**config.mk**
```make
export PLATFORM = sky130hd
export DESIGN_NAME = lic_regfile
export DESIGN_NICKNAME = d
export VERILOG_FILES = /design/src/rtl/lic_pkg.sv /design/src/rtl/lic_cmd_seq.sv /design/src/rtl/lic_alarm.sv /design/src/rtl/lic_coef_ram.sv /design/src/rtl/lic_regfile.sv
export SDC_FILE = /design/constraint.sdc
export NUM_CORES = 1
export LEC_CHECK = 0
export BUFFER_PORTS_ARGS = -buffer_cell sky130_fd_sc_hd__buf_2
export CELL_PAD_IN_SITES_DETAIL_PLACEMENT = 1
export CELL_PAD_IN_SITES_GLOBAL_PLACEMENT = 1
export CORE_MARGIN = 3
export CORE_UTILIZATION = 55
export DETAILED_ROUTE_END_ITERATION = 7
export PLACE_DENSITY = 0.83
export SKIP_LAST_GASP = 1
export SLEW_MARGIN = 20
export SYNTH_ARGS = -nofsm -noshare
export SYNTH_HDL_FRONTEND = slang
export SYNTH_SLANG_ARGS = --single-unit
```
**constraint.sdc**
```tcl
create_clock -name clk -period 6.3 [get_ports clk]
set_input_delay 0.63 -clock clk [delete_from_list [all_inputs] [get_ports clk]]
set_output_delay 0.63 -clock clk [all_outputs]
set_load 0.05 [all_outputs]
```
**src/rtl/lic_pkg.sv**
```systemverilog
package lic_pkg;
   typedef enum logic [2:0] {
      SQ_IDLE,
      SQ_DATA,
      SQ_LOC,
      SQ_RDATA,
      SQ_DONE
   } seq_st_t;
endpackage

```
**src/rtl/lic_cmd_seq.sv**
```systemverilog
module lic_cmd_seq
   import lic_pkg::*;
#(
   parameter int DW = 8,
   parameter int AW = 5,
   parameter int DEPTH = 42,
   parameter logic [AW-1:0] RAM_ADDR = 5'h13
) (
   input  logic          clk,
   input  logic          rst_n,
   input  logic          sot,
   input  logic          vld,
   input  logic [DW-1:0] din,
   output logic          cmd_rd,
   output logic          reg_rd,
   output logic [AW-1:0] rd_addr,
   output logic          reg_we,
   output logic [AW-1:0] wr_addr,
   output logic          ram_rd,
   output logic          ram_we,
   output logic [DW-1:0] ram_idx
);
   localparam int WR_BIT = DW - 1;
   localparam logic [DW-1:0] LAST_LOC = DW'(DEPTH - 1);

   seq_st_t st_q, st_d;
   logic wr_q;
   logic [AW-1:0] addr_q;
   logic [DW-1:0] loc_q;
   logic cmd_fire, cmd_wr, cmd_ram, dat_fire;

   assign cmd_fire = sot & vld;
   assign cmd_wr   = din[WR_BIT];
   assign cmd_ram  = (din[AW-1:0] == RAM_ADDR);
   assign dat_fire = vld & ~sot;

   always_comb begin
      st_d = st_q;
      if (sot) begin
         if (!vld)         st_d = SQ_IDLE;
         else if (cmd_ram) st_d = SQ_LOC;
         else if (cmd_wr)  st_d = SQ_DATA;
         else              st_d = SQ_DONE;
      end else if (vld) begin
         unique case (st_q)
            SQ_DATA:  st_d = SQ_DONE;
            SQ_LOC:   st_d = wr_q ? SQ_RDATA : SQ_DONE;
            SQ_RDATA: st_d = SQ_DONE;
            default:  st_d = st_q;
         endcase
      end
   end

   always_ff @(posedge clk or negedge rst_n) begin
      if (!rst_n) begin
         st_q   <= SQ_IDLE;
         wr_q   <= 1'b0;
         addr_q <= '0;
         loc_q  <= '0;
      end else begin
         st_q <= st_d;
         if (cmd_fire) begin
            wr_q   <= cmd_wr;
            addr_q <= din[AW-1:0];
         end
         if (dat_fire && st_q == SQ_LOC) loc_q <= din;
      end
   end

   assign cmd_rd  = cmd_fire & ~cmd_wr;
   assign reg_rd  = cmd_rd & ~cmd_ram;
   assign rd_addr = din[AW-1:0];
   assign reg_we  = dat_fire & (st_q == SQ_DATA);
   assign wr_addr = addr_q;
   assign ram_rd  = dat_fire & (st_q == SQ_LOC) & ~wr_q;
   assign ram_we  = dat_fire & (st_q == SQ_RDATA) & (loc_q <= LAST_LOC);
   assign ram_idx = (st_q == SQ_LOC) ? din : loc_q;


   excl_evt_chk: assert property (@(posedge clk) disable iff (!rst_n)
      $onehot0({reg_rd, reg_we, ram_rd, ram_we}));
endmodule

```
**src/rtl/lic_alarm.sv**
```systemverilog
module lic_alarm (
   input  logic clk,
   input  logic rst_n,
   input  logic ones_det,
   input  logic rd_evt,
   input  logic mask_we,
   input  logic mask_d,
   output logic ais,
   output logic irq
);
   logic ais_q, mask_q;

   always_ff @(posedge clk or negedge rst_n) begin
      if (!rst_n) begin
         ais_q  <= 1'b0;
         mask_q <= 1'b0;
      end else begin
         if (ones_det)    ais_q <= 1'b1;
         else if (rd_evt) ais_q <= 1'b0;
         if (mask_we) mask_q <= mask_d;
      end
   end

   assign ais = ais_q;
   assign irq = ais_q & ~mask_q;


   ais_set_chk: assert property (@(posedge clk) disable iff (!rst_n)
      ones_det |=> ais_q);

   ais_keep_chk: assert property (@(posedge clk) disable iff (!rst_n)
      (ais_q && !rd_evt) |=> ais_q);

   ais_clr_chk: assert property (@(posedge clk) disable iff (!rst_n)
      (rd_evt && !ones_det) |=> !ais_q);
endmodule

```
**src/rtl/lic_coef_ram.sv**
```systemverilog
module lic_coef_ram #(
   parameter int DW = 8,
   parameter int DEPTH = 42,
   parameter bit CLR_ON_RST = 1'b1
) (
   input  logic          clk,
   input  logic          rst_n,
   input  logic          we,
   input  logic [DW-1:0] idx,
   input  logic [DW-1:0] wdata,
   output logic [DW-1:0] rdata
);
   localparam int AIW = (DEPTH > 1) ? $clog2(DEPTH) : 1;
   localparam logic [DW-1:0] LAST_LOC = DW'(DEPTH - 1);

   logic [DW-1:0] mem [DEPTH];

   if (CLR_ON_RST) begin : g_clr
      always_ff @(posedge clk or negedge rst_n) begin
         if (!rst_n) begin
            for (int i = 0; i < DEPTH; i++) mem[i] <= '0;
         end else if (we) begin
            mem[idx[AIW-1:0]] <= wdata;
         end
      end
   end else begin : g_keep
      always_ff @(posedge clk) begin
         if (we) mem[idx[AIW-1:0]] <= wdata;
      end
   end

   assign rdata = (idx <= LAST_LOC) ? mem[idx[AIW-1:0]] : '0;


   ram_range_chk: assert property (@(posedge clk) disable iff (!rst_n)
      we |-> (idx <= LAST_LOC));
endmodule

```
**src/rtl/lic_regfile.sv**
```systemverilog
module lic_regfile #(
   parameter int DW = 8,
   parameter int AW = 5,
   parameter int GW = 5,
   parameter int DEPTH = 42,
   parameter logic [AW-1:0] CTRL_ADDR = 5'h11,
   parameter logic [AW-1:0] GAIN_ADDR = 5'h12,
   parameter logic [AW-1:0] RAM_ADDR = 5'h13,
   parameter logic [GW-1:0] GAIN_RST = 5'd1,
   parameter bit RAM_CLR = 1'b1
) (
   input  logic          clk,
   input  logic          rst_n,
   input  logic          txn_start,
   input  logic          byte_vld,
   input  logic [DW-1:0] byte_in,
   input  logic          ones_det,
   output logic          rd_vld,
   output logic [DW-1:0] rd_data,
   output logic          irq,
   output logic          pulse_from_ram,
   output logic          loop_dn,
   output logic          loop_up,
   output logic          rx_pwdn,
   output logic          tx_hiz,
   output logic [GW-1:0] eq_gain
);
   localparam int B_RAMP = 6;
   localparam int B_LDN  = 4;
   localparam int B_LUP  = 3;
   localparam int B_PWDN = 2;
   localparam int B_HIZ  = 1;
   localparam logic [DW-2:0] CTRL_WMASK = (DW-1)'((1 << B_RAMP) | (1 << B_LDN) |
                                                  (1 << B_LUP) | (1 << B_PWDN) | (1 << B_HIZ));

   if (DW < 8) begin : g_bad_dw
      $error("lic_regfile: DW must be at least 8");
   end
   if (GW > DW - 1) begin : g_bad_gw
      $error("lic_regfile: GW must leave the top bit free");
   end
   if (DEPTH < 2 || DEPTH > (1 << DW)) begin : g_bad_depth
      $error("lic_regfile: DEPTH out of range for the location byte");
   end

   logic cmd_rd, reg_rd, reg_we, ram_rd, ram_we;
   logic [AW-1:0] rd_addr, wr_addr;
   logic [DW-1:0] ram_idx, ram_rdata, reg_val;
   logic [DW-2:0] ctrl_q;
   logic [GW-1:0] gain_q;
   logic ais, ctrl_we;
   logic rd_vld_q;
   logic [DW-1:0] rd_data_q;

   lic_cmd_seq #(.DW(DW), .AW(AW), .DEPTH(DEPTH), .RAM_ADDR(RAM_ADDR)) u_seq (
      .clk(clk), .rst_n(rst_n), .sot(txn_start), .vld(byte_vld), .din(byte_in),
      .cmd_rd(cmd_rd), .reg_rd(reg_rd), .rd_addr(rd_addr), .reg_we(reg_we),
      .wr_addr(wr_addr), .ram_rd(ram_rd), .ram_we(ram_we), .ram_idx(ram_idx)
   );

   assign ctrl_we = reg_we & (wr_addr == CTRL_ADDR);

   lic_alarm u_alarm (
      .clk(clk), .rst_n(rst_n), .ones_det(ones_det), .rd_evt(cmd_rd),
      .mask_we(ctrl_we), .mask_d(byte_in[DW-1]), .ais(ais), .irq(irq)
   );

   lic_coef_ram #(.DW(DW), .DEPTH(DEPTH), .CLR_ON_RST(RAM_CLR)) u_ram (
      .clk(clk), .rst_n(rst_n), .we(ram_we), .idx(ram_idx), .wdata(byte_in),
      .rdata(ram_rdata)
   );

   always_ff @(posedge clk or negedge rst_n) begin
      if (!rst_n) begin
         ctrl_q <= '0;
         gain_q <= GAIN_RST;
      end else if (reg_we) begin
         if (wr_addr == CTRL_ADDR) ctrl_q <= byte_in[DW-2:0] & CTRL_WMASK;
         if (wr_addr == GAIN_ADDR) gain_q <= byte_in[GW-1:0];
      end
   end

   always_comb begin
      reg_val = '0;
      if (rd_addr == CTRL_ADDR)      reg_val = {ais, ctrl_q};
      else if (rd_addr == GAIN_ADDR) reg_val = DW'(gain_q);
   end

   always_ff @(posedge clk or negedge rst_n) begin
      if (!rst_n) begin
         rd_vld_q  <= 1'b0;
         rd_data_q <= '0;
      end else begin
         rd_vld_q  <= reg_rd | ram_rd;
         rd_data_q <= ram_rd ? ram_rdata : (reg_rd ? reg_val : '0);
      end
   end

   assign rd_vld         = rd_vld_q;
   assign rd_data        = rd_data_q;
   assign pulse_from_ram = ctrl_q[B_RAMP];
   assign loop_dn        = ctrl_q[B_LDN];
   assign loop_up        = ctrl_q[B_LUP];
   assign rx_pwdn        = ctrl_q[B_PWDN];
   assign tx_hiz         = ctrl_q[B_HIZ];
   assign eq_gain        = gain_q;


   rd_resp_chk: assert property (@(posedge clk) disable iff (!rst_n)
      (reg_rd || ram_rd) |=> rd_vld);

   rd_quiet_chk: assert property (@(posedge clk) disable iff (!rst_n)
      !(reg_rd || ram_rd) |=> !rd_vld);
endmodule

```
==> summary.txt <==
Detailed routing
  – Initial drt markers: roughly 1100
  – Routed vias: 11700
  – DRT Pass-1 Iters: 5
  – Routed WL per cell: 30.9 um
  – Vias per cell: between 6 and 7
  – Post-Route WL: 52500 um
  – DRC: 0
  – Routed Antenna Nets: 0

Die
  – Die X-Extent: 182 um
  – Core box area: 30100 um2
  – Num rows: 63
  – Starting Density: between 50% and 60%
  – Die area: 33300 um2
  – # IOs: 33
  – Die Ht: roughly 180 um

Pwr
  – Internal power: 4.38 mW
  – P_sw: 2.29 mW
  – Leak Pwr: a little under 9 nW
  – Sw frac: 34.3%
  – Pwr/cell area: about 350 nW/um2
  – Clk pwr share: 35.3%
  – Seq pwr share: roughly 38%
  – Maximum vdd ir drop: 0.000178 V
  – Gate power share: 26.6%

Finish
  – Antenna diodes: 0
  – Final layout net count: 1293
  – FILL cells: between 2000 and 3000
  – Post-Layout Cell Count: 1697
  – Layout area overhead: 9.74%
  – Share of layout cells above drive strength 1: 41.4%

STA
  – Minimum clock period: around 3.9 ns
  – Worst clock skew: 0.0102 ns
  – RSZ-0062 raised after global routing: false
  – Relative slew slack: 22.9%
  – Final setup fails: 0
  – Endpoints failing hold: 0
  – Worst Slack Setup Final: 2.38 ns
  – Setup TNS Final: 0 ns
  – Worst Hold Slack: 0.145 ns
  – Period utilisation layout: approximately 62%
  – Fmax: 0.255 GHz
  – Max-slew violation count: 0
  – Slew @ Worst Pin: about 1.2 ns

CTS
  – Worst skew pair latency: 0.54 ns
  – CTS max path bufs: 3
  – # clock sinks: 374
  – CTS tree: done
  – CTS Buf Count: 41
  – H-tree lvl count: 2
  – CTS resizes: 0
  – CTS hold repair buffers: 0
  – Clock-pin slew on the worst setup and hold paths: 0.06 ns
  – Root Driver: clkbuf_16
  – Post-CTS setup buffers: 0

Logic synthesis
  – Register area share after synthesis: 54.7%
  – Yosys reg bits: 374
  – Mapped Area: 17100 um2
  – Post-synth EDFFs: 0
  – Synthesized instance count: 1283
  – Yosys warns: 0
  – Top post-synthesis cells by area: dfrtp_1 55%, mux2_2 24%, o22ai_1 3.9%, nor2_4 1.9%, clkbuf_1 1.2%
  – Syn Area/Cell: around 13 um2
  – Main synth FF type: dfrtp_1
  – Post-synth top area cell: dfrtp_1
  – Most frequent cell after synthesis: dfrtp_1
  – Commonest cells in the netlist: 373 x dfrtp_1, 369 x mux2_2, 106 x o22ai_1, 53 x clkbuf_1, 42 x nor2_1
  – Syn Nets: between 1000 and 1500
  – Async S/R FF share, synth: 100%
  – Distinct cells, synth: 66
  – Share of the synthesized area in the top cell type: 54.6%

Setup path
  – Crit path DAT: 4.34 ns
  – Crit path max fanout: 13
  – Critical path startpoint category: flip-flop
  – Worst path required time: between 6 and 7 ns
  – Type of the worst setup path: flip-flop to flip-flop
  – Critical Path End Type: flip-flop

Placed design
  – Pre-CTS setup slack: 2.01 ns
  – Hpwl dp: 32000 um
  – GP Congestion: 0.895
  – I/O Buffers: 32
  – Dpl cells: 1627

GRT
  – GRT busiest layer: met2
  – Met1 Resource Use GR: 41.6%
  – Total grt overflow: 0
  – Initial antenna violation count: 0
  – First-pass GRT wire length: 80200 um
  – Overall routing resource usage: between 30% and 40%
  – Pin count of the biggest net entering global routing: approximately 140
  – Vias in the first global route: 12800
  – M2 GR Usage: 50.7%
  – Global Route met3 Usage: 7.20%

Status
  – Outcome: complete, no violations

Run
  – Max-cap violations: 0

Worst hold path
  – Hold crit path type: input port to async pin
[logic make-up after synthesis]
kind of cell	synth area share, %
AOI/OAI and AO/OA	9.44
DFF	54.7
buffers and inverters	2.76
and+or+nand+nor	7.18
muxes	25.9
[worst paths after layout]
| check | from | end | slack, ns | depth (start not counted) |
|---|---|---|---|---|
| max | u_seq.st_q[0] | u_ram.mem[195] | 2.38 | 7 |
| min | rst_n | u_ram.mem[97] | 0.14 | 1 |
| max reg2reg | u_seq.st_q[0] | u_ram.mem[195] | 2.38 | 7 |
| min reg2reg | u_ram.mem[231] | u_ram.mem[231] | 0.51 | 1 |
| max in group asynchronous | rst_n | u_ram.mem[197] | 4.87 | 2 |
| min in group clk | ones_det | u_alarm.ais | 0.31 | 2 |
[power by group through the flow]
| stage | combinational, mW | sequential (mW) | clock (mW) |
|---|---|---|---|
| after floorplan | 1.09 | 2.54 | 0 |
| after global placement | 1.68 | 2.57 | 0 |
| after detailed placement | 1.71 | 2.57 | 0 |
| after CTS | 1.73 | 2.53 | 2.37 |
| after global routing | 1.86 | 2.54 | 2.49 |
| final | 1.77 | 2.53 | 2.35 |
[registers in the layout (all words and copies together), names as in the netlist]
name,cells
u_ram.mem,336
rd_data,8
u_seq.loc_q,8
ctrl_q,5
eq_gain,5
u_seq.wr_addr,5
u_seq.st_q,3
rd_vld,1
u_alarm.ais,1
u_alarm.mask_q,1
u_seq.wr_q,1
[cell type report]
cell class / instances / area (um2) / area share [%]
clock buffers: 62 / 1240 / 6.59
clock inverters: 8 / 68.8 / 0.367
inverters: 2 / 7.51 / 0.0400
multi-input cells: 811 / 7280 / 38.8
flip-flops and latches: 374 / 9360 / 49.9
well taps: 390 / 488 / 2.60
repair buffers: 50 / 330 / 1.76
[critical path, stage by stage, from the launching register on]
cell,delay (ns)
dfrtp_1,0.44
nor3b_2,0.91
mux2i_1,0.20
buf_4,0.26
nor2_1,0.27
nand2_1,0.59
nor2_2,0.70
mux2_2,0.41
[per-layer routing]
metal	up-vias	part of all wire (%)
li1	4794	-
met4	0	3.9
met3	159	7.2
met1	6221	41
met2	498	47
met5	-	0
[metrics by stage]
step                      area (um2)  util [%]  power, mW
after floorplan                17100         -       3.63
after global placement         17500      58.0       4.25
after detailed placement       17500      58.0       4.28
after CTS                      18800      62.3       6.63
after global routing           18800      62.3       6.89
final                          18800      62.3       6.66
[placed cells by master, fill, tap and decap left out, drive strengths merged, types with 11 or more instances in the layout]
cell    instances
mux2i          18
o22ai         107
o221ai         16
nand3          11
clkbuf         62
dfrtp         373
mux2          372
buf            50
nand2          18
nor2           80
nor3           18
o22a           17
o21ai          16
a21oi          19
Note: power is estimated with default switching activity, not from simulation.
